<file path="src/rtl/nibtx_pkg.sv">
package nibtx_pkg;

  // True when the interval after nibble idx is a long one
  function automatic bit is_stretch(int idx, int spacing, int count);
    return (((idx + 1) % spacing) == 0) && (((idx + 1) / spacing) <= count);
  endfunction

endpackage

</file>
<file path="src/rtl/nibtx_ref_edge.sv">
module nibtx_ref_edge (
  input  logic clk,
  input  logic rst_n,
  input  logic frame_ref,
  output logic rise
);
  logic ref_q;

  always_ff @(posedge clk) begin
    if (!rst_n) ref_q <= 1'b0;
    else        ref_q <= frame_ref;
  end

  assign rise = frame_ref & ~ref_q;


  single_rise_chk: assert property (@(posedge clk) disable iff (!rst_n)
    rise |=> !rise);

endmodule

</file>
<file path="src/rtl/nibtx_timing.sv">
module nibtx_timing #(
  parameter int NIBBLE_BITS   = 4,
  parameter int NIB_PER_FRAME = 28,
  parameter int STRETCH_CNT   = 14,
  localparam int SPACING      = NIB_PER_FRAME / STRETCH_CNT,
  localparam int IDX_W        = $clog2(NIB_PER_FRAME),
  localparam int OH_W         = $clog2(STRETCH_CNT),
  localparam int SLOT_W       = $clog2(NIBBLE_BITS + 1)
) (
  input  logic            clk,
  input  logic            rst_n,
  input  logic            restart,
  output logic            nib_clk,
  output logic            capture,
  output logic            oh_slot,
  output logic            frame_first,
  output logic            synced,
  output logic [OH_W-1:0] oh_idx
);
  localparam logic [SLOT_W-1:0] SLOT_LAST = SLOT_W'(NIBBLE_BITS - 1);
  localparam logic [SLOT_W-1:0] SLOT_OH   = SLOT_W'(NIBBLE_BITS);
  localparam logic [IDX_W-1:0]  IDX_LAST  = IDX_W'(NIB_PER_FRAME - 1);

  logic [SLOT_W-1:0]        slot;
  logic [IDX_W-1:0]         nib_idx;
  logic [NIB_PER_FRAME-1:0] stretch_map;
  logic                     long_int, at_end, frame_wrap;

  for (genvar g = 0; g < NIB_PER_FRAME; g++) begin : g_map
    assign stretch_map[g] = nibtx_pkg::is_stretch(g, SPACING, STRETCH_CNT);
  end

  assign long_int   = synced & stretch_map[nib_idx];
  assign at_end     = (slot == (long_int ? SLOT_OH : SLOT_LAST));
  assign frame_wrap = at_end & (nib_idx == IDX_LAST);

  always_ff @(posedge clk) begin
    if (!rst_n) begin
      synced  <= 1'b0;
      slot    <= '0;
      nib_idx <= '0;
      oh_idx  <= '0;
    end else if (restart) begin
      synced  <= 1'b1;
      slot    <= SLOT_W'(1);
      nib_idx <= '0;
      oh_idx  <= '0;
    end else if (at_end) begin
      slot    <= '0;
      nib_idx <= (!synced || frame_wrap) ? '0 : nib_idx + 1'b1;
      if (slot == SLOT_OH) oh_idx <= frame_wrap ? '0 : oh_idx + 1'b1;
    end else begin
      slot <= slot + 1'b1;
    end
  end

  assign nib_clk     = (slot == '0);
  assign capture     = restart | nib_clk;
  assign oh_slot     = (slot == SLOT_OH);
  assign frame_first = restart | (nib_clk & synced & (nib_idx == '0));


  nib_clk_pulse_chk: assert property (@(posedge clk) disable iff (!rst_n)
    (nib_clk && !restart) |=> !nib_clk);


  oh_only_framed_chk: assert property (@(posedge clk) disable iff (!rst_n)
    oh_slot |-> synced);

endmodule

</file>
<file path="src/rtl/nibtx_serializer.sv">
module nibtx_serializer #(
  parameter int                   NIBBLE_BITS = 4,
  parameter int                   STRETCH_CNT = 14,
  parameter logic [STRETCH_CNT-1:0] OH_PATTERN = '0,
  localparam int                  OH_W        = $clog2(STRETCH_CNT)
) (
  input  logic                   clk,
  input  logic                   rst_n,
  input  logic                   capture,
  input  logic                   oh_slot,
  input  logic                   frame_first,
  input  logic                   valid_next,
  input  logic [OH_W-1:0]        oh_idx,
  input  logic [NIBBLE_BITS-1:0] nib_in,
  output logic                   dout,
  output logic                   dout_valid,
  output logic                   dout_sof
);
  logic [NIBBLE_BITS-2:0] rest_q;

  always_ff @(posedge clk) begin
    if (!rst_n) begin
      dout       <= 1'b0;
      dout_valid <= 1'b0;
      dout_sof   <= 1'b0;
      rest_q     <= '0;
    end else begin
      dout_valid <= valid_next;
      dout_sof   <= frame_first;
      if (capture) begin
        dout   <= nib_in[NIBBLE_BITS-1];
        rest_q <= nib_in[NIBBLE_BITS-2:0];
      end else if (oh_slot) begin
        dout <= OH_PATTERN[oh_idx];
      end else begin
        dout   <= rest_q[NIBBLE_BITS-2];
        rest_q <= rest_q << 1;
      end
    end
  end


  sof_in_valid_chk: assert property (@(posedge clk) disable iff (!rst_n)
    dout_sof |-> dout_valid);


  valid_stays_chk: assert property (@(posedge clk) disable iff (!rst_n)
    dout_valid |=> dout_valid);

endmodule

</file>
<file path="src/rtl/nibtx_frame_slave.sv">
module nibtx_frame_slave #(
  parameter int                     NIBBLE_BITS   = 4,
  parameter int                     NIB_PER_FRAME = 28,
  parameter int                     STRETCH_CNT   = 14,
  parameter logic [STRETCH_CNT-1:0] OH_PATTERN    = 14'h2CE5
) (
  input  logic                   clk,
  input  logic                   rst_n,
  input  logic                   oh_ind,
  input  logic                   frame_ref,
  input  logic [NIBBLE_BITS-1:0] nib_in,
  output logic                   nib_clk,
  output logic                   dout,
  output logic                   dout_valid,
  output logic                   dout_sof
);
  localparam int OH_W = $clog2(STRETCH_CNT);

  logic            restart, capture, oh_slot, frame_first, synced;
  logic [OH_W-1:0] oh_idx;
  logic            unused_oh_ind;

  assign unused_oh_ind = oh_ind;

  nibtx_ref_edge u_edge (
    .clk       (clk),
    .rst_n     (rst_n),
    .frame_ref (frame_ref),
    .rise      (restart)
  );

  nibtx_timing #(
    .NIBBLE_BITS   (NIBBLE_BITS),
    .NIB_PER_FRAME (NIB_PER_FRAME),
    .STRETCH_CNT   (STRETCH_CNT)
  ) u_timing (
    .clk         (clk),
    .rst_n       (rst_n),
    .restart     (restart),
    .nib_clk     (nib_clk),
    .capture     (capture),
    .oh_slot     (oh_slot),
    .frame_first (frame_first),
    .synced      (synced),
    .oh_idx      (oh_idx)
  );

  nibtx_serializer #(
    .NIBBLE_BITS (NIBBLE_BITS),
    .STRETCH_CNT (STRETCH_CNT),
    .OH_PATTERN  (OH_PATTERN)
  ) u_ser (
    .clk         (clk),
    .rst_n       (rst_n),
    .capture     (capture),
    .oh_slot     (oh_slot),
    .frame_first (frame_first),
    .valid_next  (synced | restart),
    .oh_idx      (oh_idx),
    .nib_in      (nib_in),
    .dout        (dout),
    .dout_valid  (dout_valid),
    .dout_sof    (dout_sof)
  );


  ref_starts_frame_chk: assert property (@(posedge clk) disable iff (!rst_n)
    (frame_ref && !$past(frame_ref)) |=> dout_sof);


  sof_one_cycle_chk: assert property (@(posedge clk) disable iff (!rst_n)
    dout_sof |=> !dout_sof);

endmodule

</file>
<file path="config.mk">
export PLATFORM = sky130hd
export DESIGN_NAME = nibtx_frame_slave
export DESIGN_NICKNAME = d
export VERILOG_FILES = /design/src/rtl/nibtx_pkg.sv /design/src/rtl/nibtx_ref_edge.sv /design/src/rtl/nibtx_timing.sv /design/src/rtl/nibtx_serializer.sv /design/src/rtl/nibtx_frame_slave.sv
export SDC_FILE = /design/constraint.sdc
export NUM_CORES = 1
export LEC_CHECK = 0
export BUFFER_PORTS_ARGS = -buffer_cell sky130_fd_sc_hd__buf_2
export CAP_MARGIN = 10
export CORE_MARGIN = 1.5
export CORE_UTILIZATION = 59
export CTS_BUF_LIST = sky130_fd_sc_hd__clkbuf_2
export DETAILED_ROUTE_END_ITERATION = 8
export HOLD_SLACK_MARGIN = 0.15
export PLACE_DENSITY = 0.8
export SLEW_MARGIN = 20
export SYNTH_ARGS = -nofsm -noshare
export SYNTH_HDL_FRONTEND = slang
export SYNTH_SLANG_ARGS = --single-unit
export TNS_END_PERCENT = 20
</file>
<file path="constraint.sdc">
create_clock -name clk -period 2.41 [get_ports clk]
set_clock_uncertainty 0.05 [all_clocks]
set_input_delay 0.482 -clock clk [delete_from_list [all_inputs] [get_ports clk]]
set_output_delay 0.482 -clock clk [all_outputs]
set_load 0.02 [all_outputs]
</file>
=== After elaboration in Yosys (flattened, before gate mapping) ===
Memory sizes are Yosys's and may differ from the RTL's. A register that Yosys moved wholly into a read port is not among the register bits.
Cells that the tools add are included.

* Register bits after elaboration: 20
* Output and inout port bits: 4
* Bits in read-only memories: 48
* Input bits: 8
* Word-level logic and storage cells: 53
* Memories: 2

{| class="wikitable"
|+ Memories
! name !! depth !! width !! rd ports !! clocked after memory_dff !! wr ports !! RTL line !! text
|-
| (no name shown) || 32 || 1 || 1 || 1 || 0 || nibtx_timing.sv:33 || <nowiki>assign long_int = synced & stretch_map[nib_idx];</nowiki>
|-
| (no name shown) || 16 || 1 || 1 || 1 || 0 || nibtx_serializer.sv:34 || <nowiki>dout <= OH_PATTERN[oh_idx];</nowiki>
|}

* Order comparisons: 2
* Reduce and logical (&&, ||, !) cells: 7
* Equal/unequal tests: 4
* Muxes and demuxes: 15
* Bitwise operators: 10
* Add/subtract/negate cells: 3

{| class="wikitable"
|+ Operators with widths
! cell !! number
|-
| 2-to-1 mux 5 bit || 3
|-
| 2-to-1 mux 4 bit || 3
|-
| 2-to-1 mux 3 bit || 3
|-
| < comparator 5 x 6 -> 1 bit (second input constant) || 1
|-
| 2-to-1 mux 1 bit || 6
|-
| adder 5 x 1 -> 5 bit (second input constant) || 1
|-
| bitwise AND 1 bit || 5
|-
| == test 5 bit (second input constant) || 1
|-
| zero test 5 bit || 1
|-
| < comparator 4 x 5 -> 1 bit (second input constant) || 1
|-
| adder 4 x 1 -> 4 bit (second input constant) || 1
|-
| adder 3 x 1 -> 3 bit (second input constant) || 1
|-
| == test 3 bit || 1
|-
| == test 3 bit (second input constant) || 1
|-
| zero test 3 bit || 1
|-
| bitwise OR 1 bit || 3
|-
| OR reduction 3 bit || 1
|-
| inequality test 2 bit (second input constant) || 1
|-
| inverter 1 bit || 2
|-
| AND reduction 2 bit || 1
|-
| OR reduction 2 bit || 1
|-
| zero test 1 bit || 1
|-
| logical OR 1 bit || 1
|}

=== Depth between registers and ports, before layout ===
Gate-level depths: netlist of the first run.

* Word-level depth: 10
* Mapped depth: 7
* Mapped depth without buffers: 7

=== Hierarchy ===
From an unflattened synthesis of the first run, not the netlist that was laid out.

* Cells, all modules: 113
* Area total of the unflattened synthesis: 1032.2 um^2

{| class="wikitable"
|+ Modules (own cells, without submodules)
! module !! cells each !! sequential area each (um^2) !! area an instance (um^2) !! times used
|-
| nibtx_timing || 82 || 280.3 || 729.4 || 1
|-
| nibtx_serializer || 27 || 120.1 || 256.5 || 1
|-
| nibtx_ref_edge || 3 || 20.0 || 40.0 || 1
|-
| nibtx_frame_slave || 1 || 0.0 || 6.3 || 1
|}

=== Worst setup path after synthesis of the first run ===
No wires, ideal clock.

* Path kind: register -> register
* Start point: reg u_timing.slot[0]
* End point: reg (tool-made name)
* Buffers on the path: 0
* Data required time: 2285 ps
* Arrival time: 1836 ps
* Setup time: 75 ps
* Period minus slack after synthesis: 1961 ps
* Stages on the path, launching flop included: 8
* Slack: 449 ps
* Cell sequence: dfxtp_1 inv_1 ha_1 nand4bb_1 or4_4 o211a_1 o22a_1 a22oi_2

{| class="wikitable"
|+ RTL lines
! element !! RTL line !! text
|-
| start, declared || nibtx_timing.sv:24 || <nowiki>logic [SLOT_W-1:0] slot;</nowiki>
|-
| start signal, assigned || nibtx_timing.sv:53 || <nowiki>slot <= slot + 1'b1;</nowiki>
|}

==> summary.json, run 1 <==
{
  "layout": {
    "instances_no_fill": 157,
    "nNetsFinal": 146,
    "area.growth.synth_to_final_pct": 10.05,
    "final_core_utilization_pct": 69.01,
    "drive_gt1_share_pct": 15.15,
    "diodes": 0,
    "layout.cells.most_common_list": "dfxtp_1 (22), nor2_1 (11), buf_2 (10)",
    "leading_cell_type_in_the_layout_fill_and_taps_excluded": "dfxtp_1",
    "layout.filler_cells": 134
  },
  "worst_setup_path": {
    "worst_ep_arrival_time_ns": 2.26,
    "worst-r2r-setup-slack_ns": 0.34,
    "cp_data_required_time_ns": 2.59,
    "cpPeakStageDelay_ns": 0.46,
    "critical-path-slowest-cell": "dfxtp_1",
    "start_kind": "flip-flop",
    "critical_path.reg2reg.startpoint": "u_timing.slot[0]",
    "crit_path_cell_trace": "inv_1, ha_1, buf_4, and4bb_1, nand4_1, a21boi_0, o2111a_1, a22oi_2",
    "worst_setup_path_end_kind": "flip-flop",
    "crit_fanout": 7,
    "criticalPathCategory": "flip-flop to flip-flop",
    "worstRegToRegCells": 8
  },
  "drt": {
    "finalWirelength_um": 2060,
    "route.detailed.vias_per_inst": 5.624,
    "drt_iter0_drc": 34,
    "number_of_vias_after_detailed_routing": 883,
    "post-route-drc-count": 0,
    "ant_nets": 0,
    "detail_route.wl_per_cell_um": 13.12,
    "first_pass_iters": 4
  },
  "global_route": {
    "grt_pass1_wl_um": 3594,
    "grt_util_met2_pct": 36.90,
    "number_of_antenna_violations_at_the_first_check_in_global_routing": 0,
    "gr-usage-met3_pct": 4.762,
    "global_route_congestion_overflow_total": 0,
    "globalRouteTotalUtil_pct": 23.54,
    "number_of_global_route_vias_before_repair": 831,
    "grt_max_degree": 14,
    "top_usage_layer": "met2",
    "grtUsageMet1_pct": 32.43
  },
  "clocking": {
    "cts-buffers-inserted": 3,
    "tritoncts": "done",
    "worst_skew_pair.late_latency_ns": 0.31,
    "cts.clk_slew.worst_paths_ns": 0.20,
    "hold_buffers": 0,
    "cts-resized-gates": 0,
    "postCtsSetupBuffers": 0,
    "clock_sinks": 22,
    "cts.htree.levels": 1,
    "clk_path_buf_depth": 2,
    "ctsRootBufferMaster": "clkbuf_2"
  },
  "timing": {
    "timing.final.setup_violations": 0,
    "grt_setup_unrepaired": "no",
    "final.min_clock_period_ns": 2.075,
    "holdWs_ns": 0.3287,
    "max_slew_violation_total_from_the_final_report": 0,
    "max_slew.worst_pin.slew_ns": 0.4932,
    "final_sum_of_negative_setup_slack_ns": 0,
    "timing.slew.headroom_pct": 67.05,
    "fmax_mhz": 482.0,
    "layout_worst_path_cycle_share_pct": 86.09,
    "timing_hold_violations_final": 0
  },
  "power": {
    "sequentialPowerShare_pct": 63.6,
    "power_leakage_nw": 0.4438,
    "swShare_pct": 26.72,
    "cell_internal_power_uw": 449.5,
    "power.net_switching_uw": 163.9,
    "peak_supply_drop_uv": 420.2,
    "power_frac_clock_pct": 23.3,
    "combinationalPowerShare_pct": 13.1,
    "cellPowerDensity_nw_per_um2": 520.5,
    "power_uw": 613.4
  },
  "placed_design": {
    "dp.cells": 153,
    "dpl.hpwl_um": 1510,
    "routabilityCongestion": 0.8169,
    "port-buffer-count": 10
  },
  "die": {
    "initial_utilization_pct": 62.71,
    "die_height_um": 45.61,
    "die-area_um2": 2080,
    "dieWidth_um": 45.61,
    "core-area_um2": 1708,
    "io_pins": 12,
    "core.rowCount": 15
  },
  "min_path": {
    "min_delay_path_depth": 2,
    "worstHoldEndpoint": "u_edge.ref_q",
    "holdCritPathClass": "primary input to flip-flop",
    "worstHoldStart": "frame_ref"
  },
  "run": {
    "max_cap_violations": 0
  },
  "synth": {
    "syn-instance-count": 119,
    "synth_nets": 132,
    "ff_latch_count_synth": 22,
    "syn_avg_cell_area_um2": 9.000,
    "synth-edff-count": 0,
    "post_synth_instance_area_um2": 1071,
    "post_synth_num_cell_types": 39,
    "ys_dominant_reg_cell": "dfxtp_1",
    "post_synthesis_sequential_area_ratio_pct": 41.12,
    "synth-warning-count": 0,
    "synth_async_sr_flop_share_pct": 0
  },
  "outcome": {
    "outcome": "completed"
  }
}
[layout make-up]
cell class | instances | area, um2 | area share [%]
multi-input cells | 87 | 593.1 | 50.32
flip-flops and latches | 22 | 440.4 | 37.37
repair buffers | 13 | 72.57 | 6.157
well taps | 25 | 31.28 | 2.654
inverters | 6 | 22.52 | 1.911
clock buffers | 3 | 15.01 | 1.274
clock inverters | 1 | 3.754 | 0.3185
[cells by family (layout without fill, tap and decap cells)]
kind of cell | after synthesis | after routing | synth area share [%]
AO/OA/AOI/OAI | 29 | 29 | 19.39
flip-flops | 22 | 22 | 41.12
buffers and inverters | 10 | 23 | 3.504
adder cells (fa/ha/maj) | 5 | 5 | 5.841
XOR/XNOR | 5 | 5 | 4.090
AND/OR/NAND/NOR | 48 | 48 | 26.05
[critical path, delay by kind of cell (launching register included)]
kind	cells	cell delay, ns
AOI/OAI and AO/OA	3	0.72
DFF	1	0.46
and+or+nand+nor	2	0.31
buffers and inverters	2	0.25
adders and majority gates	1	0.21
[through the flow]
step           setup slack (ns)  cell area (um2)
2_1_floorplan            0.4490             1071
3_3_place_gp             0.4148             1160
3_5_place_dp             0.3796             1160
4_1_cts                  0.3520             1179
5_1_grt                  0.2115             1179
6_report                 0.3353             1179
[per-layer routing]
metal / vias up / wire, um
met5: - / 0
met4: 0 / 10
met3: 2 / 57
met2: 12 / 957
met1: 412 / 1034
li1: 457 / -
[worst max-delay path by stage]
| stage | start | slack (ns) | to |
|---|---|---|---|
| after CTS | u_timing.slot[0] | 0.35 | flip-flop |
| after global placement | u_timing.slot[0] | 0.41 | flip-flop |
| after detailed placement | u_timing.slot[0] | 0.38 | flip-flop |
| final | u_timing.slot[0] | 0.34 | flip-flop |
| after global routing | u_timing.slot[0] | 0.21 | flip-flop |
| after floorplan | u_timing.slot[0] | 0.45 | flip-flop |
[cell usage after synthesis, drive strengths merged, types with 2 or more instances]
library cell / instances / area, um2
ha: 5 / 62.56
xor2: 3 / 26.28
a21oi: 6 / 30.03
nand2: 8 / 30.03
o21a: 2 / 15.01
nand2b: 2 / 12.51
o221ai: 3 / 26.28
and2: 2 / 12.51
clkbuf: 4 / 15.01
nor3: 2 / 10.01
nor2: 11 / 41.29
dfxtp: 22 / 440.4
nor2b: 4 / 25.02
o211ai: 2 / 15.01
a21boi: 2 / 15.01
nand4: 4 / 25.02
xnor2: 2 / 17.52
nand3b: 2 / 15.01
nand3: 4 / 20.02
o21ai: 5 / 25.02
nand4b: 2 / 17.52
a22oi: 2 / 20.02
inv: 6 / 22.52
[state kept, by name, indices dropped and copies added (netlist names), named ones only]
register          count
u_ser.dout_valid      1
u_ser.rest_q          3
u_timing.oh_idx       4
u_timing.nib_idx      5
u_timing.slot         3
u_ser.dout            1
u_edge.ref_q          1
u_ser.dout_sof        1
u_timing.synced       1
[power by group through the flow]
| stage | combinational (mW) | clock (mW) | sequential (mW) |
|---|---|---|---|
| after detailed placement | 0.0798 | 0 | 0.397 |
| final | 0.0805 | 0.143 | 0.390 |
| after CTS | 0.0803 | 0.148 | 0.390 |
| after global placement | 0.0776 | 0 | 0.396 |
| after global routing | 0.0899 | 0.164 | 0.393 |
| after floorplan | 0.0504 | 0 | 0.400 |
Power figures use the tool's default switching activity.
==> inputs of run 2 (changes only) <==
PLACE_DENSITY = 0.85   (was 0.8)
==> run 2 against run 1 <==
Against the previous run: count of clock-buffer cells in the layout did not move; cell count down 1.9%; routed wire length fell by 1.1%; setup slack lost 0.14 ns; utilization is 1.1 points lower; fmax decreased by 6.3%; clock power is 3% lower; via count is 3.5% higher; combinational power fell by 4.0%; non-clock buffer count is 2 lower; design area fell by 1.6%; hold slack gained 0.0093 ns.
==> summary.json, run 2 (synthesis gave the netlist of run 1 again) <==
{
  "worst_setup_path": {
    "cp_data_required_time": {"value": 2.62, "unit": "ns", "change": "+0.03 ns"},
    "critical_path.reg2reg.startpoint": "u_timing.slot[0]",
    "worst_ep_arrival_time": {"value": 2.42, "unit": "ns", "change": "+0.16 ns"},
    "criticalPathCategory": "flip-flop to flip-flop",
    "start_kind": "flip-flop",
    "crit_fanout": {"value": 8, "change": "+1"},
    "worst_setup_path_startpoint": "u_timing.slot[0]",
    "worstRegToRegCells": {"value": 7, "change": "-1"},
    "worst-r2r-setup-slack": {"value": 0.20, "unit": "ns", "change": "-0.14 ns"},
    "worst_setup_path_end_kind": "flip-flop"
  },
  "drt": {
    "detail_route.wl_per_cell": {"value": 13.23, "unit": "um", "change": "+0.86%"},
    "first_pass_iters": {"value": 4, "change": "unchanged"},
    "post-route-drc-count": {"value": 0, "change": "unchanged"},
    "finalWirelength": {"value": 2038, "unit": "um", "change": "-1.1%"},
    "ant_nets": {"value": 0, "change": "unchanged"},
    "drt_iter0_drc": {"value": 13, "change": "-62%"},
    "number_of_vias_after_detailed_routing": {"value": 914, "change": "+3.5%"},
    "route.detailed.vias_per_inst": {"value": 5.935, "change": "+5.5%"}
  },
  "layout": {
    "top_register": "u_timing.nib_idx",
    "drive_gt1_share": {"value": 13.95, "unit": "%", "change": "-1.2 points"},
    "final_core_utilization": {"value": 67.91, "unit": "%", "change": "-1.1 points"},
    "number_of_flip_flops_under_the_largest_register_name": {"value": 5, "change": "unchanged"},
    "layout.cells.most_common_list": "dfxtp_1 (22), nor2_1 (11), buf_2 (10)",
    "area.growth.synth_to_final_pct": 8.294,
    "layout.filler_cells": {"value": 136, "change": "+1.5%"},
    "nNetsFinal": {"value": 144, "change": "-1.4%"},
    "diodes": {"value": 0, "change": "unchanged"},
    "leading_cell_type_in_the_layout_fill_and_taps_excluded": "dfxtp_1",
    "biggestRegsByFlops": "u_timing.nib_idx (5), u_timing.oh_idx (4)",
    "instances_no_fill": {"value": 154, "change": "-1.9%"}
  },
  "global_route": {
    "global_route_congestion_overflow_total": {"value": 0, "change": "unchanged"},
    "number_of_antenna_violations_at_the_first_check_in_global_routing": {"value": 0, "change": "unchanged"},
    "grt_max_degree": {"value": 15, "change": "+1"},
    "grt_pass1_wl": {"value": 3353, "unit": "um", "change": "-6.7%"},
    "number_of_global_route_vias_before_repair": {"value": 794, "change": "-4.5%"},
    "globalRouteTotalUtil": {"value": 22.25, "unit": "%", "change": "-1.3 points"}
  },
  "power": {
    "power_frac_clock": {"value": 22.8, "unit": "%", "change": "-0.5 points"},
    "cell_internal_power": {"value": 445.3, "unit": "uW", "change": "-0.95%"},
    "power_leakage": {"value": 0.4320, "unit": "nW", "change": "-2.6%"},
    "power.net_switching": {"value": 160.7, "unit": "uW", "change": "-1.9%"},
    "sequentialPowerShare": {"value": 64.5, "unit": "%", "change": "+0.9 points"},
    "swShare": {"value": 26.52, "unit": "%", "change": "-0.20 points"},
    "combinationalPowerShare": {"value": 12.8, "unit": "%", "change": "-0.3 points"},
    "peak_supply_drop": {"value": 423.8, "unit": "uV", "change": "+0.84%"},
    "cellPowerDensity": {"value": 522.4, "unit": "nW/um2", "change": "+0.38%"}
  },
  "die": {
    "initial_utilization": {"value": 62.71, "unit": "%", "change": "unchanged"},
    "core.rowCount": {"value": 15, "change": "unchanged"},
    "io_pins": {"value": 12, "change": "unchanged"},
    "die_height": {"value": 45.61, "unit": "um", "change": "unchanged"},
    "dieWidth": {"value": 45.61, "unit": "um", "change": "unchanged"},
    "core-area": {"value": 1708, "unit": "um2", "change": "unchanged"},
    "die-area": {"value": 2080, "unit": "um2", "change": "unchanged"}
  },
  "timing": {
    "final.min_clock_period": {"value": 2.213, "unit": "ns", "change": "+0.1388 ns"},
    "timing.slew.headroom": {"value": 67.38, "unit": "%", "change": "+0.33 points"},
    "max_slew_violation_total_from_the_final_report": {"value": 0, "change": "unchanged"},
    "max_slew.worst_pin.slew": {"value": 0.4883, "unit": "ns", "change": "-0.004873 ns"},
    "holdWs": {"value": 0.3381, "unit": "ns", "change": "+0.009325 ns"},
    "fmax": {"value": 451.8, "unit": "MHz", "change": "-6.3%"},
    "layout_setup_ws": {"value": 0.1966, "unit": "ns", "change": "-0.1388 ns"},
    "layout_worst_path_cycle_share": {"value": 91.84, "unit": "%", "change": "+5.8 points"},
    "timing.final.setup_violations": {"value": 0, "change": "unchanged"},
    "final_sum_of_negative_setup_slack": {"value": 0, "unit": "ns", "change": "unchanged"},
    "grt_setup_unrepaired": "no",
    "timing_hold_violations_final": {"value": 0, "change": "unchanged"}
  },
  "clocking": {
    "hold_buffers": {"value": 0, "change": "unchanged"},
    "cts.clk_slew.worst_paths": {"value": 0.20, "unit": "ns", "change": "about the same"},
    "cts.htree.levels": {"value": 1, "change": "unchanged"},
    "postCtsSetupBuffers": {"value": 0, "change": "unchanged"},
    "clock_sinks": {"value": 22, "change": "unchanged"},
    "clk_path_buf_depth": {"value": 2, "change": "unchanged"},
    "worst_skew_pair.late_latency": {"value": 0.32, "unit": "ns", "change": "about the same"},
    "ctsRootBufferMaster": "clkbuf_2",
    "cts-buffers-inserted": {"value": 3, "change": "unchanged"},
    "cts-resized-gates": {"value": 0, "change": "unchanged"},
    "tritoncts": "done"
  },
  "placed_design": {
    "dpl.hpwl": {"value": 1476, "unit": "um", "change": "-2.3%"},
    "detailedPlace.worstSlack": {"value": 0.2407, "unit": "ns", "change": "-0.1389 ns"},
    "dp.cells": {"value": 151, "change": "-1.3%"},
    "routabilityCongestion": {"value": 0.7844, "change": "-4.0%"},
    "port-buffer-count": {"value": 10, "change": "unchanged"}
  },
  "run": {
    "max_cap_violations": {"value": 0, "change": "unchanged"}
  },
  "min_path": {
    "holdCritPathClass": "primary input to flip-flop",
    "worstHoldStart": "frame_ref"
  },
  "outcome": {
    "outcome": "completed"
  }
}
run 2: cell types whose count changed in the layout (fill, tap and decap cells not counted):
cell and delta:
buf_4 -2, clkinv_1 -1
run 2: metrics by stage:
stage / instance area (um2) / power [mW]
2_1_floorplan: 1071 / 0.4509
3_3_place_gp: 1145 / 0.4706
3_5_place_dp: 1145 / 0.4741
4_1_cts: 1160 / 0.6121
5_1_grt: 1160 / 0.6316
6_report: 1160 / 0.6060
run 2: metal layers:
metal | share of wire, % | routed length (um) | GRT usage (%)
met3 | 6.1 | 124 | 4.762
met2 | 46 | 944 | 34.93
met5 | 0 | 0 | 0
met4 | 1.4 | 29 | 7.059
met1 | 46 | 939 | 30.30
run 2: worst min path at each step:
stage                     slack [ns]            endpoint  cells after the start
after floorplan                 0.45  u_timing.oh_idx[2]                      2
after global placement          0.46     u_ser.rest_q[1]                      2
after detailed placement        0.48     u_ser.rest_q[2]                      2
after CTS                       0.32        u_edge.ref_q                      2
after global routing            0.31        u_edge.ref_q                      2
final                           0.34        u_edge.ref_q                      2
run 2: final cells by class:
type	instances	area (um2)	share of cell area, %
well taps	25	31.28	2.697
multi-input cells	87	593.1	51.13
inverters	6	22.52	1.942
repair buffers	11	57.56	4.962
clock buffers	3	15.01	1.295
flip-flops and latches	22	440.4	37.97
run 2: critical path: stages, from the launching register on:
cell       delay [ns]
dfxtp_1          0.39
inv_1            0.09
ha_1             0.32
nand4bb_1        0.19
or4_4            0.55
o211a_1          0.24
o22a_1           0.19
a22oi_2          0.14
run 2: power by group through the flow:
stage	Clock (mW)	Combinational, mW	Sequential, mW
after floorplan	0	0.0504	0.400
final	0.138	0.0773	0.391
after detailed placement	0	0.0763	0.398
after global routing	0.154	0.0839	0.393
after global placement	0	0.0735	0.397
after CTS	0.145	0.0770	0.390
==> inputs of run 3 (changes only) <==
ABC_AREA = 1   (was unset)
CORE_UTILIZATION = 60   (was 59)
PLACE_DENSITY = 0.86   (was 0.85)
==> run 3 against run 2 <==
Against the previous run: clock power rose by 91%; register-to-register slack improved by 0.47 ns; flip-flop and latch count stayed put; setup slack gained 0.23 ns; first-iteration DRC count increased to 2.8 times the previous value; die area is 6.6% higher; count of clock-buffer cells in the layout stayed put; global-route usage up 2.3 points; design area is 11% higher; critical path type is now flip-flop to output pin; largest power group unchanged; highest routed layer unchanged.
==> summary.json, run 3 <==
{
  "clocking": {
    "cts.htree.levels": {"value": 1, "change": "unchanged"},
    "clk_path_buf_depth": {"value": 2, "change": "unchanged"},
    "clock_sinks": {"value": 22, "change": "unchanged"},
    "postCtsSetupBuffers": {"value": 0, "change": "unchanged"},
    "worst_skew_pair.late_latency": {"value": 0.36, "unit": "ns", "change": "+0.04 ns"},
    "cts-resized-gates": {"value": 0, "change": "unchanged"},
    "cts.clk_slew.worst_paths": {"value": 0.24, "unit": "ns", "change": "+0.04 ns"},
    "cts-buffers-inserted": {"value": 3, "change": "unchanged"},
    "tritoncts": "done",
    "ctsRootBufferMaster": "clkbuf_2",
    "hold_buffers": {"value": 0, "change": "unchanged"}
  },
  "layout": {
    "instances_no_fill": {"value": 207, "change": "+34%"},
    "area_of_the_multi_input_gates": {"value": 598.1, "unit": "um2", "change": "+0.84%"},
    "drive_gt1_share": {"value": 17.58, "unit": "%", "change": "+3.6 points"},
    "nNetsFinal": {"value": 196, "change": "+36%"},
    "diodes": {"value": 0, "change": "unchanged"},
    "layout.filler_cells": {"value": 146, "change": "+7.4%"},
    "layout.cells.most_common_list": "nand2_1 (43), inv_1 (30), dfxtp_1 (22)",
    "area.growth.synth_to_final_pct": 10.84,
    "top_register": "u_timing.nib_idx",
    "biggestRegsByFlops": "u_timing.nib_idx (5), u_timing.oh_idx (4)",
    "leading_cell_type_in_the_layout_fill_and_taps_excluded": "nand2_1",
    "number_of_flip_flops_under_the_largest_register_name": {"value": 5, "change": "unchanged"},
    "seq_area": {"value": 440.4, "unit": "um2", "change": "unchanged"},
    "post-route-cell-area": {"value": 1292, "unit": "um2", "change": "+11%"}
  },
  "global_route": {
    "grt_max_degree": {"value": 14, "change": "-1"},
    "number_of_global_route_vias_before_repair": {"value": 968, "change": "+22%"},
    "number_of_antenna_violations_at_the_first_check_in_global_routing": {"value": 0, "change": "unchanged"},
    "globalRouteTotalUtil": {"value": 24.53, "unit": "%", "change": "+2.3 points"},
    "grt_pass1_wl": {"value": 3836, "unit": "um", "change": "+14%"},
    "global_route_congestion_overflow_total": {"value": 0, "change": "unchanged"}
  },
  "placed_design": {
    "detailedPlace.worstSlack": {"value": 0.7013, "unit": "ns", "change": "+0.4606 ns"},
    "dp.cells": {"value": 203, "change": "+34%"},
    "port-buffer-count": {"value": 10, "change": "unchanged"},
    "post_dp_cell_area": {"value": 1247, "unit": "um2", "change": "+9.0%"},
    "dpl.hpwl": {"value": 1784, "unit": "um", "change": "+21%"},
    "routabilityCongestion": {"value": 0.8779, "change": "+12%"}
  },
  "timing": {
    "holdWs": {"value": 0.2865, "unit": "ns", "change": "-0.05158 ns"},
    "timing_hold_violations_final": {"value": 0, "change": "unchanged"},
    "grt_setup_unrepaired": "no",
    "fmax": {"value": 504.7, "unit": "MHz", "change": "+12%"},
    "max_slew.worst_pin.slew": {"value": 0.3333, "unit": "ns", "change": "-0.1550 ns"},
    "final_sum_of_negative_setup_slack": {"value": 0, "unit": "ns", "change": "unchanged"},
    "layout_setup_ws": {"value": 0.4286, "unit": "ns", "change": "+0.2320 ns"},
    "max_slew_violation_total_from_the_final_report": {"value": 0, "change": "unchanged"},
    "layout_worst_path_cycle_share": {"value": 82.22, "unit": "%", "change": "-9.6 points"},
    "timing.slew.headroom": {"value": 77.57, "unit": "%", "change": "+10 points"},
    "timing.final.setup_violations": {"value": 0, "change": "unchanged"},
    "final.min_clock_period": {"value": 1.981, "unit": "ns", "change": "-0.2320 ns"}
  },
  "worst_setup_path": {
    "start_kind": "flip-flop",
    "criticalPathCategory": "flip-flop to output pin",
    "crit_path_cell_trace": "inv_1, ha_1, nand2_1, inv_1, buf_2",
    "critical-path-slowest-cell": "dfxtp_1",
    "worst_ep_arrival_time": {"value": 1.45, "unit": "ns", "change": "-0.97 ns"},
    "cp_common_cell": "inv_1",
    "crit_fanout": {"value": 4, "change": "-4"},
    "family_with_the_most_delay_on_the_worst_path": "flip-flops",
    "worst_setup_path_end_kind": "output pin",
    "worst_setup_path_startpoint": "u_timing.slot[0]",
    "cp_data_required_time": {"value": 1.88, "unit": "ns", "change": "-0.74 ns"},
    "worstRegToRegCells": {"value": 10, "change": "+3"},
    "critical_path_buf_inv_count": {"value": 3, "change": "+2"},
    "worst-r2r-setup-slack": {"value": 0.67, "unit": "ns", "change": "+0.47 ns"},
    "cpPeakStageDelay": {"value": 0.44, "unit": "ns", "change": "-0.11 ns"},
    "crit_cells": {"value": 5, "change": "-2"},
    "crit_path_end": "nib_clk",
    "critical_path.reg2reg.startpoint": "u_timing.slot[0]"
  },
  "synth": {
    "synth_area_leader_cell": "dfxtp_1",
    "post_synth_instance_area": {"value": 1166, "unit": "um2", "change": "+8.9%"},
    "yosysTopAreaCellShare": {"value": 37.77, "unit": "%", "change": "-3.4 points"},
    "synth_async_sr_flop_share": {"value": 0, "unit": "%", "change": "unchanged"},
    "syn_avg_cell_area": {"value": 6.941, "unit": "um2", "change": "-23%"},
    "syn-instance-count": {"value": 168, "change": "+41%"},
    "synth_nets": {"value": 181, "change": "+37%"},
    "synth_commonest_cells": "nand2_1 (43), inv_1 (30), dfxtp_1 (22), nand3_1 (15), nor2_1 (10)",
    "synth-warning-count": {"value": 0, "change": "unchanged"},
    "synthTopCellsByArea": "dfxtp_1 (38%), nand2_1 (14%), inv_1 (9.7%), nand3_1 (6.4%), ha_1 (5.4%)",
    "ff_latch_count_synth": {"value": 22, "change": "unchanged"},
    "ys_dominant_reg_cell": "dfxtp_1",
    "synth-edff-count": {"value": 0, "change": "unchanged"},
    "post_synth_num_cell_types": {"value": 22, "change": "-44%"},
    "post_synthesis_sequential_area_ratio": {"value": 37.77, "unit": "%", "change": "-3.4 points"},
    "synth.most_common_cell": "nand2_1"
  },
  "power": {
    "power_leakage": {"value": 0.6331, "unit": "nW", "change": "+47%"},
    "peak_supply_drop": {"value": 453.4, "unit": "uV", "change": "+7.0%"},
    "cellPowerDensity": {"value": 571.6, "unit": "nW/um2", "change": "+9.4%"}
  },
  "die": {
    "core-area": {"value": 1783, "unit": "um2", "change": "+4.4%"},
    "dieWidth": {"value": 47.09, "unit": "um", "change": "+3.2%"},
    "io_pins": {"value": 12, "change": "unchanged"},
    "die_height": {"value": 47.09, "unit": "um", "change": "+3.2%"},
    "die-area": {"value": 2217, "unit": "um2", "change": "+6.6%"},
    "initial_utilization": {"value": 65.40, "unit": "%", "change": "+2.7 points"},
    "core.rowCount": {"value": 15, "change": "unchanged"}
  },
  "run": {
    "max_cap_violations": {"value": 0, "change": "unchanged"}
  },
  "drt": {
    "detail_route.wl_per_cell": {"value": 11.07, "unit": "um", "change": "-16%"},
    "first_pass_iters": {"value": 4, "change": "unchanged"},
    "drt_iter0_drc": {"value": 36, "change": "+23"},
    "number_of_vias_after_detailed_routing": {"value": 1073, "change": "+17%"},
    "route.detailed.vias_per_inst": {"value": 5.184, "change": "-13%"},
    "finalWirelength": {"value": 2292, "unit": "um", "change": "+12%"},
    "post-route-drc-count": {"value": 0, "change": "unchanged"},
    "ant_nets": {"value": 0, "change": "unchanged"}
  },
  "outcome": {
    "outcome": "completed"
  },
  "min_path": {
    "holdCritPathClass": "primary input to flip-flop"
  }
}
## run 3: changes by cell type after synthesis, sizes merged, moves of 4 or more
cell and delta:
nor2b -4, nand3 +12, nand2 +41, nor2 +5, inv +28, clkbuf -4
## run 3: tightest hold or removal path: stages
cell,delay (ns)
buf_2,0.09
nand2_1,0.04
inv_1,0.04
## run 3: area by class of cell
cell class	count	area share, %
clock buffers	3	1.162
clock inverters	1	2.323
inverters	34	9.874
multi-input cells	112	46.27
flip-flops and latches	22	34.08
well taps	25	2.420
repair buffers	10	3.872
## run 3: power breakdown
part / switching, mW / total (mW) / internal (mW)
combinational: 0.0570 / 0.0869 / 0.0299
clock: 0.121 / 0.264 / 0.143
sequential: 0.00895 / 0.388 / 0.379
total: 0.187 / 0.739 / 0.552
## run 3: through the flow
step	power (mW)	util, %
final	0.7388	72.49
after global routing	0.7662	72.49
after floorplan	0.4560	-
after detailed placement	0.4809	69.96
after CTS	0.7357	72.49
after global placement	0.4778	69.96
## run 3: kinds of logic (layout without fill, tap and decap cells)
family	after synthesis	after routing	share of synthesized area (%)
buf+inv	34	48	10.94
fa+ha+maj	5	5	5.365
compound gates	15	15	7.188
flops	22	22	37.77
xor+xnor	2	2	1.502
simple gates	90	90	37.23
## run 3: per-layer routing
| metal | vias up | GRT usage, % | routed length (um) |
|---|---|---|---|
| met3 | 5 | 3.462 | 105 |
| li1 | 559 | - | - |
| met1 | 479 | 28.84 | 989 |
| met5 | - | 0 | 0 |
| met4 | 0 | 10.56 | 42 |
| met2 | 30 | 44.11 | 1155 |
## run 3: worst min-delay path by stage
stage                         start      endpoint  cells after the start
floorplan           u_ser.rest_q[2]    u_ser.dout                      2
global placement    u_ser.rest_q[2]    u_ser.dout                      2
detailed placement  u_ser.rest_q[2]    u_ser.dout                      2
CTS                       frame_ref  u_edge.ref_q                      3
global route              frame_ref  u_edge.ref_q                      3
finish                    frame_ref  u_edge.ref_q                      3
